`src/rtl/rx_framer_pkg.sv`:
```
package rx_framer_pkg;
  localparam int CRC_W = 16;
  localparam logic [CRC_W-1:0] CRC_POLY_REV = 16'h8408;
  localparam logic [CRC_W-1:0] CRC_INIT     = 16'hFFFF;

  function automatic logic [CRC_W-1:0] crc_step_byte(input logic [CRC_W-1:0] c_in,
                                                     input logic [7:0]       d);
    logic [CRC_W-1:0] c;
    c = c_in;
    for (int i = 0; i < 8; i++) begin
      if (c[0] ^ d[i]) c = (c >> 1) ^ CRC_POLY_REV;
      else             c = c >> 1;
    end
    return c;
  endfunction
endpackage

```
`src/rtl/rx_bit_packer.sv`:
```
module rx_bit_packer #(
  parameter int DW = 8
) (
  input  logic          clk,
  input  logic          rst,
  input  logic          clear,
  input  logic          bit_en,
  input  logic          bit_in,
  input  logic          end_en,
  output logic          byte_vld,
  output logic [DW-1:0] byte_data,
  output logic          byte_perr,
  output logic          end_vld,
  output logic          end_partial
);
  localparam int CW = $clog2(DW + 1);
  localparam logic [CW-1:0] LAST = CW'(DW);

  logic [CW-1:0] cnt;
  logic [DW-1:0] shreg;
  logic          completes;
  logic [CW-1:0] cnt_after;

  assign completes = bit_en && (cnt == LAST);

  always_comb begin
    if (completes)   cnt_after = '0;
    else if (bit_en) cnt_after = cnt + 1'b1;
    else             cnt_after = cnt;
  end

  always_ff @(posedge clk) begin
    if (rst || clear) begin
      cnt         <= '0;
      shreg       <= '0;
      byte_vld    <= 1'b0;
      byte_data   <= '0;
      byte_perr   <= 1'b0;
      end_vld     <= 1'b0;
      end_partial <= 1'b0;
    end else begin
      byte_vld <= 1'b0;
      end_vld  <= 1'b0;
      if (completes) begin
        byte_vld  <= 1'b1;
        byte_data <= shreg;
        byte_perr <= ~(^shreg ^ bit_in);
      end else if (bit_en) begin
        shreg <= {bit_in, shreg[DW-1:1]};
      end
      if (end_en) begin
        end_vld     <= 1'b1;
        end_partial <= (cnt_after != '0);
        cnt         <= '0;
      end else begin
        cnt <= cnt_after;
      end
    end
  end
endmodule

```
`src/rtl/rx_crc_unit.sv`:
```
module rx_crc_unit
  import rx_framer_pkg::*;
#(
  parameter int DW = 8
) (
  input  logic             clk,
  input  logic             rst,
  input  logic             clear,
  input  logic             upd,
  input  logic [DW-1:0]    data,
  output logic [CRC_W-1:0] crc_nx
);
  logic [CRC_W-1:0] crc_q;

  assign crc_nx = upd ? crc_step_byte(crc_q, data) : crc_q;

  always_ff @(posedge clk) begin
    if (rst || clear) crc_q <= CRC_INIT;
    else              crc_q <= crc_nx;
  end
endmodule

```
`src/rtl/rx_out_fifo.sv`:
```
module rx_out_fifo #(
  parameter int DW    = 8,
  parameter int DEPTH = 8
) (
  input  logic          clk,
  input  logic          rst,
  input  logic          push,
  input  logic [DW-1:0] push_data,
  output logic          full,
  output logic          out_valid,
  output logic [DW-1:0] out_data,
  input  logic          out_ready
);
  localparam int AW = (DEPTH > 1) ? $clog2(DEPTH) : 1;
  localparam int NW = $clog2(DEPTH + 1);

  logic [DW-1:0] mem [DEPTH];
  logic [AW-1:0] wp, rp;
  logic [NW-1:0] count;
  logic          wr, ld;

  assign full = (count == NW'(DEPTH));
  assign wr   = push && !full;
  assign ld   = (!out_valid || out_ready) && (count != '0);

  always_ff @(posedge clk) begin
    if (wr) mem[wp] <= push_data;
  end

  always_ff @(posedge clk) begin
    if (rst) begin
      wp        <= '0;
      rp        <= '0;
      count     <= '0;
      out_valid <= 1'b0;
      out_data  <= '0;
    end else begin
      if (wr) wp <= (wp == AW'(DEPTH - 1)) ? '0 : wp + 1'b1;
      if (ld) begin
        out_data  <= mem[rp];
        out_valid <= 1'b1;
        rp        <= (rp == AW'(DEPTH - 1)) ? '0 : rp + 1'b1;
      end else if (out_ready) begin
        out_valid <= 1'b0;
      end
      count <= count + NW'(wr) - NW'(ld);
    end
  end
endmodule

```
`src/rtl/rx_framer.sv`:
```
module rx_framer
  import rx_framer_pkg::*;
#(
  parameter int DW         = 8,
  parameter int FIFO_DEPTH = 8
) (
  input  logic          clk,
  input  logic          rst,
  input  logic          bit_valid,
  input  logic          bit_data,
  input  logic          sof,
  input  logic          eof,
  output logic          out_valid,
  output logic [DW-1:0] out_data,
  input  logic          out_ready,
  output logic          rx_started,
  output logic          frame_done,
  output logic          err_parity,
  output logic          err_crc,
  output logic          err_frame
);
  localparam int HOLD = 2;
  localparam int HW   = $clog2(HOLD + 1);
  localparam logic [HW-1:0] HFULL = HW'(HOLD);

  logic             in_frame;
  logic             take_bit, take_eof;
  logic             byte_vld, byte_perr, end_vld, end_partial;
  logic [DW-1:0]    byte_data;
  logic [CRC_W-1:0] crc_nx;
  logic [DW-1:0]    hold [HOLD];
  logic [HW-1:0]    hcnt, hcnt_nx;
  logic             par_st, par_nx, ovf_st, ovf_nx;
  logic             byte_go, push, fifo_full;

  assign take_bit = in_frame && bit_valid && !sof;
  assign take_eof = in_frame && eof && !sof;

  rx_bit_packer #(.DW(DW)) u_pack (
    .clk(clk), .rst(rst), .clear(sof),
    .bit_en(take_bit), .bit_in(bit_data), .end_en(take_eof),
    .byte_vld(byte_vld), .byte_data(byte_data), .byte_perr(byte_perr),
    .end_vld(end_vld), .end_partial(end_partial)
  );

  assign byte_go = byte_vld && !sof;
  assign push    = byte_go && (hcnt == HFULL);
  assign hcnt_nx = (byte_go && hcnt != HFULL) ? hcnt + 1'b1 : hcnt;
  assign par_nx  = par_st | (byte_go & byte_perr);
  assign ovf_nx  = ovf_st | (push & fifo_full);

  rx_crc_unit #(.DW(DW)) u_crc (
    .clk(clk), .rst(rst), .clear(sof),
    .upd(byte_go), .data(byte_data), .crc_nx(crc_nx)
  );

  rx_out_fifo #(.DW(DW), .DEPTH(FIFO_DEPTH)) u_fifo (
    .clk(clk), .rst(rst),
    .push(push), .push_data(hold[HOLD-1]), .full(fifo_full),
    .out_valid(out_valid), .out_data(out_data), .out_ready(out_ready)
  );

  always_ff @(posedge clk) begin
    if (rst) begin
      in_frame   <= 1'b0;
      hcnt       <= '0;
      par_st     <= 1'b0;
      ovf_st     <= 1'b0;
      rx_started <= 1'b0;
      frame_done <= 1'b0;
      err_parity <= 1'b0;
      err_crc    <= 1'b0;
      err_frame  <= 1'b0;
    end else begin
      rx_started <= sof;
      frame_done <= 1'b0;
      err_parity <= 1'b0;
      err_crc    <= 1'b0;
      err_frame  <= 1'b0;
      if (end_vld) begin
        frame_done <= 1'b1;
        err_parity <= par_nx;
        err_crc    <= (hcnt_nx == HFULL) && (crc_nx != '0);
        err_frame  <= end_partial || (hcnt_nx != HFULL) || ovf_nx;
      end
      if (sof) begin
        in_frame <= 1'b1;
        hcnt     <= '0;
        par_st   <= 1'b0;
        ovf_st   <= 1'b0;
      end else begin
        if (take_eof) in_frame <= 1'b0;
        hcnt   <= hcnt_nx;
        par_st <= par_nx;
        ovf_st <= ovf_nx;
      end
    end
  end

  generate
    for (genvar g = 0; g < HOLD; g++) begin : g_hold
      always_ff @(posedge clk) begin
        if (rst)          hold[g] <= '0;
        else if (byte_go) hold[g] <= (g == 0) ? byte_data : hold[(g == 0) ? 0 : g - 1];
      end
    end
  endgenerate
endmodule

```
`config.mk`:
```
export PLATFORM = sky130hd
export DESIGN_NAME = rx_framer
export DESIGN_NICKNAME = d
export VERILOG_FILES = /design/src/rtl/rx_framer_pkg.sv /design/src/rtl/rx_bit_packer.sv /design/src/rtl/rx_crc_unit.sv /design/src/rtl/rx_out_fifo.sv /design/src/rtl/rx_framer.sv
export SDC_FILE = /design/constraint.sdc
export NUM_CORES = 1
export LEC_CHECK = 0
export BUFFER_PORTS_ARGS = -buffer_cell sky130_fd_sc_hd__buf_2
export CAP_MARGIN = 0
export CORE_MARGIN = 4
export CORE_UTILIZATION = 55
export DETAILED_ROUTE_END_ITERATION = 16
export GPL_TIMING_DRIVEN = 0
export PLACE_DENSITY = 0.72
export SLEW_MARGIN = 30
export SYNTH_ARGS = -nofsm -noshare
export SYNTH_HDL_FRONTEND = slang
export SYNTH_HIERARCHICAL = 1
export SYNTH_SLANG_ARGS = --single-unit
```
`constraint.sdc`:
```
create_clock -name clk -period 4.6 [get_ports clk]
set_input_delay 0 -clock clk [delete_from_list [all_inputs] [get_ports clk]]
set_output_delay 0 -clock clk [all_outputs]
set_load 0.03 [all_outputs]
```
==> results.yml, run 1 <==
timing:
  finalCriticalPeriod_ns: 2.63
  period_share_pct: 57.1
  setup-violations-final: 0
  finalMaxSlewViolations: 0
  rsz0062_at_grt: "false"
  worstMarginPinSlew_ns: 0.849
  fin_skew_ns: 0.0132
  slew_headroom_pct: 43.2
  finalWorstSetupSlack_ns: 1.97
  hold_violations: 0
  fmax_mhz: 381
  totalNegativeSetupSlack_ns: 0
worst_setup_path:
  worstRegToRegCells: 12
  crit_arrival_ns: 2.91
  cp_common_cell: "inv_1"
  path_class: "reg2reg"
  cpPeakStageDelay_ns: 0.39
  worstPathCellList: "inv_1 -> ha_1 -> a21bo_2 -> inv_1 -> clkbuf_1 -> ha_1 -> inv_1 -> ha_1 -> inv_1 -> fa_1 -> xor2_1 -> nor2_1"
  start_kind: "flip-flop"
  cp_max_fo: 10
  cp-end-kind: "flip-flop"
  slowest_stage: "fa_1"
  cp.required_ns: 4.89
clock_network:
  cts_max_level: 4
  postCtsSetupRepairBufs: 0
  cts_buffers: 17
  cts_tree: "done"
  clockBufferDepth: 2
  cts.sinks: 149
  insertion_delay_ns: 0.42
  clockRootBuffer: "clkbuf_16"
  cts.reportedPaths.clkPinSlew_ns: 0.06
synthesis:
  ys_seq_area_share_pct: 59.1
  synth_edf_count: 80
  yosysWarningCount: 6
  ys.flop_type: "edfxtp_1"
  syn_area_per_cell_um2: 12.6
  ys_top_cells_by_area: "edfxtp_1 (37%), dfxtp_1 (22%), mux2i_1 (4.1%)"
  synth_area_leader_cell: "edfxtp_1"
  async_reset_ff_share_pct: 0
  synth_cells: 509
  syn_area_um2: 6410
  ys_types: 56
  synth.net_count: 530
  ys_ff_latch: 149
  netlist.area_leader.share_pct: 37.5
floorplan:
  die_area_um2: 13400
  die_y_um: 116
  boundaryPins: 21
  std_cell_rows: 39
  core_area_um2: 11400
  die_x_um: 116
  start_util_pct: 56.1
cells_and_area:
  areaGrowthSynthToFinish_pct: 16.1
  diodes: 0
  nNetsFinal: 576
  layout-drive-gt1-share_pct: 19.7
power:
  ir_drop_v: 0.000432
  power_density_nw_per_um2: 507
  p_comb_share_pct: 19.5
  p_clk_share_pct: 40.5
  leakagePower_nw: 2.75
  switching_share_pct: 26.2
  switching_power_mw: 0.989
  p_int_mw: 2.79
  pwr-share-seq_pct: 40.0
place:
  pre_cts_slack_ns: 1.97
  port_buffers: 20
  hpwl_mm: 8.08
  place_congestion: 0.825
detailed_routing:
  dr.pass1.iters: 4
  vias: 3900
  drtAntennaViolNets: 0
  routed_wl_mm: 11.6
  drtIter0Drc: 258
  drcViolationCount: 0
  wl_per_cell_um: 16.4
  vias_per_cell: 5.49
global_routing:
  grt_pass1_vias: 3936
  overflow: 0
  grt_start_max_net_pins: 17
  antenna_found_initial: 0
  track_usage_pct: 19.2
  grt_pass1_wl_mm: 19.5
hold_path:
  hp-class: "in2reg"
  whs_path_depth: 5
status:
  status: "finished clean"
flow_run:
  max_cap_violations: 0
-- what timing repair did --
action	4_1_cts	5_1_grt
gates resized for setup	0	0
hold endpoints to repair	15	0
hold buffers	6	0
-- cells by family (layout without fill, tap and decap cells) --
| kind of cell | after synthesis | after routing | synth area share, % |
|---|---|---|---|
| mux | 42 | 42 | 8.69 |
| xor+xnor | 37 | 37 | 5.98 |
| compound gates | 67 | 67 | 6.50 |
| buf+inv | 42 | 101 | 3.42 |
| simple gates | 158 | 158 | 13.5 |
| flops | 149 | 149 | 59.1 |
| fa+ha+maj | 14 | 14 | 2.85 |
-- flip-flops by register name, indices dropped and copies added, names as in the netlist, 2 cells and up --
name / flops
u_fifo/count: 4
u_fifo/rp: 3
u_pack/cnt: 4
u_fifo/wp: 3
u_fifo/out_data: 8
u_pack/byte_data: 8
u_pack/shreg: 8
hold: 16
u_fifo/mem: 64
hcnt: 2
u_crc/crc_q: 16
-- cell usage after synthesis, types with 3 or more instances --
library cell,instances
xnor2_1,22
nand2b_1,18
buf_6,4
edfxtp_1,80
a21oi_1,31
dfxtp_1,69
nand3_1,3
inv_1,18
and2_1,5
a21bo_2,3
a31oi_1,7
and2_2,14
o21ai_0,3
mux2i_1,26
a211oi_1,8
nand3b_1,5
mux4_1,6
buf_2,5
mux2_2,7
nand2_1,27
o22ai_1,8
nor2_1,37
nor3_1,23
ha_1,13
xor2_1,8
clkbuf_1,9
or2_2,4
xnor2_2,6
nor2b_1,3
nor4_1,5
-- path summary, 6_finish.rpt --
| path | from | to | slack, ns |
|---|---|---|---|
| min | bit_valid | u_pack/cnt[0]$_SDFF_PP0_ | 0.24 |
| min reg2reg | u_pack/end_partial$_SDFFE_PP0P_ | err_frame$_SDFF_PP0_ | 0.47 |
| max | u_fifo/count[2]$_SDFF_PP0_ | u_fifo/count[2]$_SDFF_PP0_ | 1.97 |
| max reg2reg | u_fifo/count[2]$_SDFF_PP0_ | u_fifo/count[2]$_SDFF_PP0_ | 1.97 |
-- layer usage --
metal | track usage, % | vias up | share of wire, %
li1 | - | 1920 | -
met2 | 33.6 | 64 | 53
met4 | 8.51 | 0 | 1.6
met1 | 22.7 | 1902 | 42
met5 | 0 | - | 0
met3 | 4.02 | 14 | 2.7
-- power groups by stage --
stage | logic (mW) | registers [mW] | clock network, mW
after detailed placement | 0.728 | 1.54 | 0
after floorplan | 0.481 | 1.61 | 0
after global placement | 0.708 | 1.53 | 0
after CTS | 0.739 | 1.51 | 1.55
final | 0.734 | 1.51 | 1.53
after global routing | 0.813 | 1.52 | 1.62
-- placed cells by master (no fill, tap or decap), types with 6 or more instances in the layout --
master | netlist | final
clkbuf_16 | 0 | 17
buf_2 | 5 | 26
bufinv_16 | 0 | 6
mux4_1 | 6 | 6
nand2_1 | 27 | 27
xnor2_2 | 6 | 6
mux2i_1 | 26 | 26
edfxtp_1 | 80 | 80
inv_1 | 18 | 18
nand2b_1 | 18 | 18
nor2_1 | 37 | 37
dlygate4sd3_1 | 0 | 6
a31oi_1 | 7 | 7
nor3_1 | 23 | 19
a211oi_1 | 8 | 8
ha_1 | 13 | 13
o22ai_1 | 8 | 8
dfxtp_1 | 69 | 69
mux2_2 | 7 | 7
clkbuf_1 | 9 | 9
and2_2 | 14 | 14
a21oi_1 | 31 | 31
xor2_1 | 8 | 8
xnor2_1 | 22 | 22
-- stage by stage --
step           hold slack [ns]  utilization, %  cells  cell area [um2]  power [mW]
2_1_floorplan            0.143               -    509             6410        2.09
5_1_grt                  0.282            65.1    711             7440        3.95
3_3_place_gp             0.263            58.6    672             6690        2.24
3_5_place_dp             0.270            58.8    673             6720        2.27
6_report                 0.242            65.1    711             7440        3.77
4_1_cts                  0.242            65.1    711             7440        3.80
-- worst max-delay path: cells and delay by family, from the launching register on --
family | cells | cell delay [ns]
simple gates | 1 | 0.06
buf+inv | 5 | 0.63
xor+xnor | 1 | 0.16
compound gates | 1 | 0.22
flops | 1 | 0.31
fa+ha+maj | 4 | 1.10
-- cell type report --
cell class / count / area [um2]
fill: 885 / 3980
clock buffer: 17 / 425
buffer: 24 / 151
clock inverter: 15 / 235
tap: 143 / 179
timing repair buffer: 27 / 165
multi-input combinational: 318 / 2430
sequential: 149 / 3780
inverter: 18 / 67.6
(Power assumes the default switching activity.)
==> inputs of run 2 (changes only) <==
- ABC_AREA: default -> 1
- clock period: 4.6 -> 2.6 ns (I/O delays scaled with it)
==> run 2 against run 1 <==
Against the previous run:
- synthesized cell count is 59% higher
- register-to-register slack worse by 1.7 ns
- via count is 33% higher
- global-route usage grew 2.1 points
- critical path type unchanged
- clock power rose by 64%
- final area increased by 5.9%
- largest cell class unchanged
- worst setup slack got worse by 1.7 ns
- highest routed layer unchanged
- die area grew 6.8%
==> results.yml, run 2 <==
status:
  status: "finished clean"
timing:
  worstMarginPinSlew_ns: 0.835
  slew_headroom_pct: 44.1
  rsz0062_at_grt: "false"
  setup-violations-final: 0
  finalCriticalPeriod_ns: 2.35
  hold_violations: 0
  finalMaxSlewViolations: 0
  finalWorstSetupSlack_ns: 0.247
  fin_skew_ns: 0.00641
  totalNegativeSetupSlack_ns: 0
  period_share_pct: 90.5
  fmax_mhz: 425
power:
  ir_drop_v: 0.000522
  leakagePower_nw: 3.50
  power_density_nw_per_um2: 848
cells_and_area:
  layout-drive-gt1-share_pct: 12.1
  largest_reg_flops: 64
  areaGrowthSynthToFinish_pct: 14.5
  nNetsFinal: 877
  reg_top3: "u_fifo/mem: 64 flops, hold: 16 flops, u_crc/crc_q: 16 flops"
  diodes: 0
  largest_register: "u_fifo/mem"
  layout_common_cells: "nand2_1 (219), inv_1 (136), nand3_1 (94)"
  final_common_cell: "nand2_1"
clock_network:
  cts_tree: "done"
  cts_max_level: 4
  cts.sinks: 149
  insertion_delay_ns: 0.42
  clockRootBuffer: "clkbuf_16"
  cts.reportedPaths.clkPinSlew_ns: 0.06
  cts_buffers: 17
  clockBufferDepth: 2
detailed_routing:
  drtIter0Drc: 361
  wl_per_cell_um: 13.6
  drcViolationCount: 0
  vias: 5188
  dr.pass1.iters: 7
  routed_wl_mm: 14.1
  drtAntennaViolNets: 0
  vias_per_cell: 5.00
hold_path:
  hp-class: "in2reg"
  hp-start: "bit_valid"
synthesis:
  synth_cells: 810
  yosysWarningCount: 6
  syn_area_per_cell_um2: 8.49
  ys_top_cells_by_area: "edfxtp_1 (35%), dfxtp_1 (20%), nand2_1 (12%)"
  ys.flop_type: "edfxtp_1"
  ys_types: 40
  synth.net_count: 831
  synth_edf_count: 80
  ys_top_cells_by_count: "nand2_1 (219), inv_1 (136), nand3_1 (94)"
  ys_ff_latch: 149
  netlist.area_leader.share_pct: 34.9
  async_reset_ff_share_pct: 0
  synth_area_leader_cell: "edfxtp_1"
  syn_area_um2: 6880
  synth_most_common_cell: "nand2_1"
  ys_seq_area_share_pct: 55.0
global_routing:
  grt_pass1_vias: 5049
  antenna_found_initial: 0
  track_usage_pct: 21.2
  grt_start_max_net_pins: 17
  grt_pass1_wl_mm: 24.0
  overflow: 0
floorplan:
  die_area_um2: 14400
  std_cell_rows: 40
  start_util_pct: 56.8
  die_y_um: 120
  core_area_um2: 12100
  die_x_um: 120
  boundaryPins: 21
place:
  port_buffers: 20
  hpwl_mm: 10.1
  pre_cts_slack_ns: 0.233
  place_congestion: 0.875
flow_run:
  max_cap_violations: 0
worst_setup_path:
  cp-end-kind: "flip-flop"
  cp.required_ns: 2.88
  crit_arrival_ns: 2.64
  path_class: "reg2reg"
  start_kind: "flip-flop"
  rr_startpoint: "u_pack/byte_vld$_SDFF_PP0_"
  setup.worst_path.start: "u_pack/byte_vld$_SDFF_PP0_"
  cp_max_fo: 6
## run 2: worst max-delay path, stage by stage, from the launching register on
cell and delay [ns]:
dfxtp_1 0.40, inv_1 0.09, nor2_4 0.17, inv_1 0.10
nor2_1 0.14, nand2_1 0.16, ha_1 0.32, inv_1 0.06
ha_1 0.13, inv_1 0.06, fa_1 0.40, xor2_1 0.13
nor2_1 0.06
## run 2: logic make-up (layout without fill, tap and decap cells)
family	Yosys count	in the layout	synth area share, %
AND/OR/NAND/NOR	412	412	25.7
buffers and inverters	165	224	10.5
flip-flops	149	149	55.0
AO/OA/AOI/OAI	63	63	5.24
adder cells (fa/ha/maj)	14	14	2.66
XOR/XNOR	7	7	0.891
## run 2: where the power goes
group	leakage (nW)	switching [mW]	internal, mW	total (mW)
registers	1.31	0.0683	2.58	2.65
clock network	0.295	0.962	1.55	2.51
logic	1.90	0.960	0.555	1.51
## run 2: metrics by stage
stage                     instances  power, mW  cell area, um2  hold slack [ns]  util (%)
after CTS                      1037       6.73            7870            0.151      65.0
after global routing           1037       7.04            7880            0.192      65.0
after detailed placement        998       4.18            7190            0.299      59.3
final                          1037       6.68            7880            0.166      65.0
after floorplan                 810       3.82            6880           0.0691         -
after global placement          998       4.13            7190            0.269      59.3
## run 2: worst paths after layout
path / end / slack [ns] / cells after the start
hold reg to reg: u_fifo/out_data[2]$_SDFFE_PP0P_ / 0.47 / 2
hold / removal: u_pack/byte_vld$_SDFF_PP0_ / 0.17 / 6
setup / recovery: u_fifo/count[2]$_SDFF_PP0_ / 0.25 / 12
setup reg to reg: u_fifo/count[2]$_SDFF_PP0_ / 0.25 / 12
## run 2: cell type report
cell class | instances | area, um2
multi-input cells | 496 | 2380
flip-flops and latches | 149 | 3780
clock buffers | 19 | 443
well taps | 168 | 210
inverters | 143 | 544
plain buffers | 22 | 176
fillers | 1006 | 4240
repair buffers | 27 | 170
clock inverters | 13 | 171
## run 2: routing by layer
| metal | routed length [um] | GRT usage [%] | vias up |
|---|---|---|---|
| li1 | - | - | 2657 |
| met1 | 5990 | 25.2 | 2369 |
| met2 | 7200 | 37.0 | 132 |
| met3 | 559 | 5.18 | 30 |
| met4 | 314 | 8.59 | 0 |
| met5 | 0 | 0 | - |
## run 2: what timing repair did
item,in CTS,in global routing
gates resized for setup,0,1
endpoints found under the setup margin,0,8
buffers inserted,0,0
endpoints found under the hold margin,9,0
hold buffers,7,0
==> inputs of run 3 (changes only) <==
- REMOVE_ABC_BUFFERS: default -> 1
==> run 3 against run 2 <==
Against the previous run:
- maximum frequency down 1.5%
- flip-flop and latch count unchanged
- first-iteration DRC count up 7.5%
- final area down 2.4%
- critical endpoint unchanged
- largest power group unchanged
- highest routed layer unchanged
==> results.yml, run 3 (synthesis results as in run 2) <==
status:
  status: "finished clean"
worst_setup_path:
  cpPeakStageDelay_ns: 0.42
  path_delay_family: "adder cells"
  start_kind: "flip-flop"
  crit_arrival_ns: 2.68
  cp.required_ns: 2.89
  cp-end-kind: "flip-flop"
  rr_startpoint: "u_fifo/count[2]$_SDFF_PP0_"
  cp_max_fo: 13
  rr_endpoint: "u_fifo/count[2]$_SDFF_PP0_"
  worstPathCellList: "inv_1 -> ha_1 -> nand3_1 -> o21ai_4 -> inv_2 -> ha_1 -> inv_1 -> ha_1 -> inv_1 -> fa_1 -> xor2_1 -> nor2_1"
  crit_buf_inv: 4
  path_class: "reg2reg"
  rrSetupSlack_ns: 0.21
  slowest_stage: "fa_1"
  worstRegToRegCells: 12
clock_network:
  insertion_delay_ns: 0.42
  cts_buffers: 17
  cts_max_level: 4
  clockRootBuffer: "clkbuf_16"
  cts.reportedPaths.clkPinSlew_ns: 0.06
  cts_tree: "done"
  cts.sinks: 149
  clockBufferDepth: 2
timing:
  setup-violations-final: 0
  finalCriticalPeriod_ns: 2.39
  slew_headroom_pct: 42.8
  worstMarginPinSlew_ns: 0.855
  fmax_mhz: 419
  totalNegativeSetupSlack_ns: 0
  hold_violations: 0
  finalMaxSlewViolations: 0
  period_share_pct: 91.9
  rsz0062_at_grt: "false"
  fin_skew_ns: 0.00755
global_routing:
  grt_pass1_wl_mm: 22.7
  grt_pass1_vias: 4935
  track_usage_pct: 19.9
  overflow: 0
  antenna_found_initial: 0
  grt_start_max_net_pins: 36
cells_and_area:
  areaGrowthSynthToFinish_pct: 11.7
  diodes: 0
  largest_reg_flops: 64
  nNetsFinal: 854
  fin_area_um2: 7680
  fillers: 1007
  layout_common_cells: "nand2_1 (219), inv_1 (135), nand3_1 (94)"
  final_common_cell: "nand2_1"
  layout-drive-gt1-share_pct: 10.2
  largest_register: "u_fifo/mem"
  reg_top3: "u_fifo/mem: 64 flops, hold: 16 flops, u_crc/crc_q: 16 flops"
hold_path:
  hp-class: "in2reg"
  whs_path_depth: 2
  hp-start: "rst"
  whs_endpoint: "u_fifo/count[1]$_SDFF_PP0_"
power:
  power_density_nw_per_um2: 849
  leakagePower_nw: 3.38
  power_mw: 6.52
  ir_drop_v: 0.000430
place:
  place_congestion: 0.851
  hpwl_mm: 9.21
  place_area_um2: 7010
  port_buffers: 20
flow_run:
  max_cap_violations: 0
floorplan:
  die_x_um: 120
  die_area_um2: 14400
  boundaryPins: 21
  die_y_um: 120
  core_area_um2: 12100
  std_cell_rows: 40
  start_util_pct: 56.8
detailed_routing:
  drtIter0Drc: 388
  wl_per_cell_um: 13.3
  vias_per_cell: 5.04
  drtAntennaViolNets: 0
  dr.pass1.iters: 5
  routed_wl_mm: 13.5
  drcViolationCount: 0
  vias: 5114
[run 3: how the worst max path moves through the flow]
| stage | from | endpoint | cells past startpoint |
|---|---|---|---|
| 3_3_place_gp | u_pack/byte_vld$_SDFF_PP0_ | u_fifo/count[2]$_SDFF_PP0_ | 12 |
| 5_1_grt | u_fifo/count[2]$_SDFF_PP0_ | u_fifo/count[2]$_SDFF_PP0_ | 12 |
| 6_report | u_fifo/count[2]$_SDFF_PP0_ | u_fifo/count[2]$_SDFF_PP0_ | 12 |
| 4_1_cts | u_pack/byte_vld$_SDFF_PP0_ | u_fifo/count[2]$_SDFF_PP0_ | 12 |
| 3_5_place_dp | u_pack/byte_vld$_SDFF_PP0_ | u_fifo/mem[3][7]$_DFFE_PP_ | 8 |
| 2_1_floorplan | u_fifo/out_valid$_SDFFE_PP0P_ | u_fifo/count[2]$_SDFF_PP0_ | 10 |
[run 3: what timing repair did]
item | in CTS | in global routing
pin swaps | 1 | 1
gates cloned | 1 | 0
gates resized for setup | 2 | 2
hold endpoints to repair | 5 | 0
hold buffers | 4 | 0
endpoints found under the setup margin | 19 | 11
buffers inserted | 0 | 1
[run 3: area by class of cell]
| type | instances | area, um2 | area share (%) |
|---|---|---|---|
| Sequential cell | 149 | 3780 | 49.3 |
| Multi-Input combinational cell | 497 | 2390 | 31.2 |
| Inverter | 143 | 544 | 7.08 |
| Clock buffer | 22 | 444 | 5.78 |
| Tap cell | 168 | 210 | 2.74 |
| Clock inverter | 10 | 158 | 2.05 |
| Timing Repair Buffer | 25 | 148 | 1.92 |
[run 3: layer usage]
layer  GRT usage (%)  up-vias  routed length, um
met1            23.4     2362               5720
li1                -     2614                  -
met2            35.0      114               6950
met3            4.52       24                545
met5               0        -                  0
met4            8.16        0                262
[run 3: metrics by stage]
| stage | worst slack, ns | hold WS, ns | cells | utilization [%] |
|---|---|---|---|---|
| 2_1_floorplan | 0.231 | 0.0667 | 788 | - |
| 3_3_place_gp | -0.0316 | 0.275 | 976 | 57.9 |
| 3_5_place_dp | -0.110 | 0.287 | 976 | 57.9 |
| 4_1_cts | 0.0473 | 0.00763 | 1013 | 63.3 |
| 5_1_grt | 0.0508 | 0.0360 | 1014 | 63.4 |
| 6_report | 0.211 | 0.0237 | 1014 | 63.4 |
[run 3: power by group]
part	switching (mW)	internal [mW]	leakage, nW	total, mW
clock network	0.906	1.60	0.286	2.51
logic	0.793	0.428	1.79	1.22
registers	0.210	2.59	1.31	2.80
[run 3: worst reg2reg max path, cell delays in order, from the launching register on]
cell	delay (ns)
dfxtp_1	0.30
inv_1	0.09
ha_1	0.15
nand3_1	0.15
o21ai_4	0.19
inv_2	0.20
ha_1	0.31
inv_1	0.06
ha_1	0.13
inv_1	0.07
fa_1	0.42
xor2_1	0.15
nor2_1	0.05
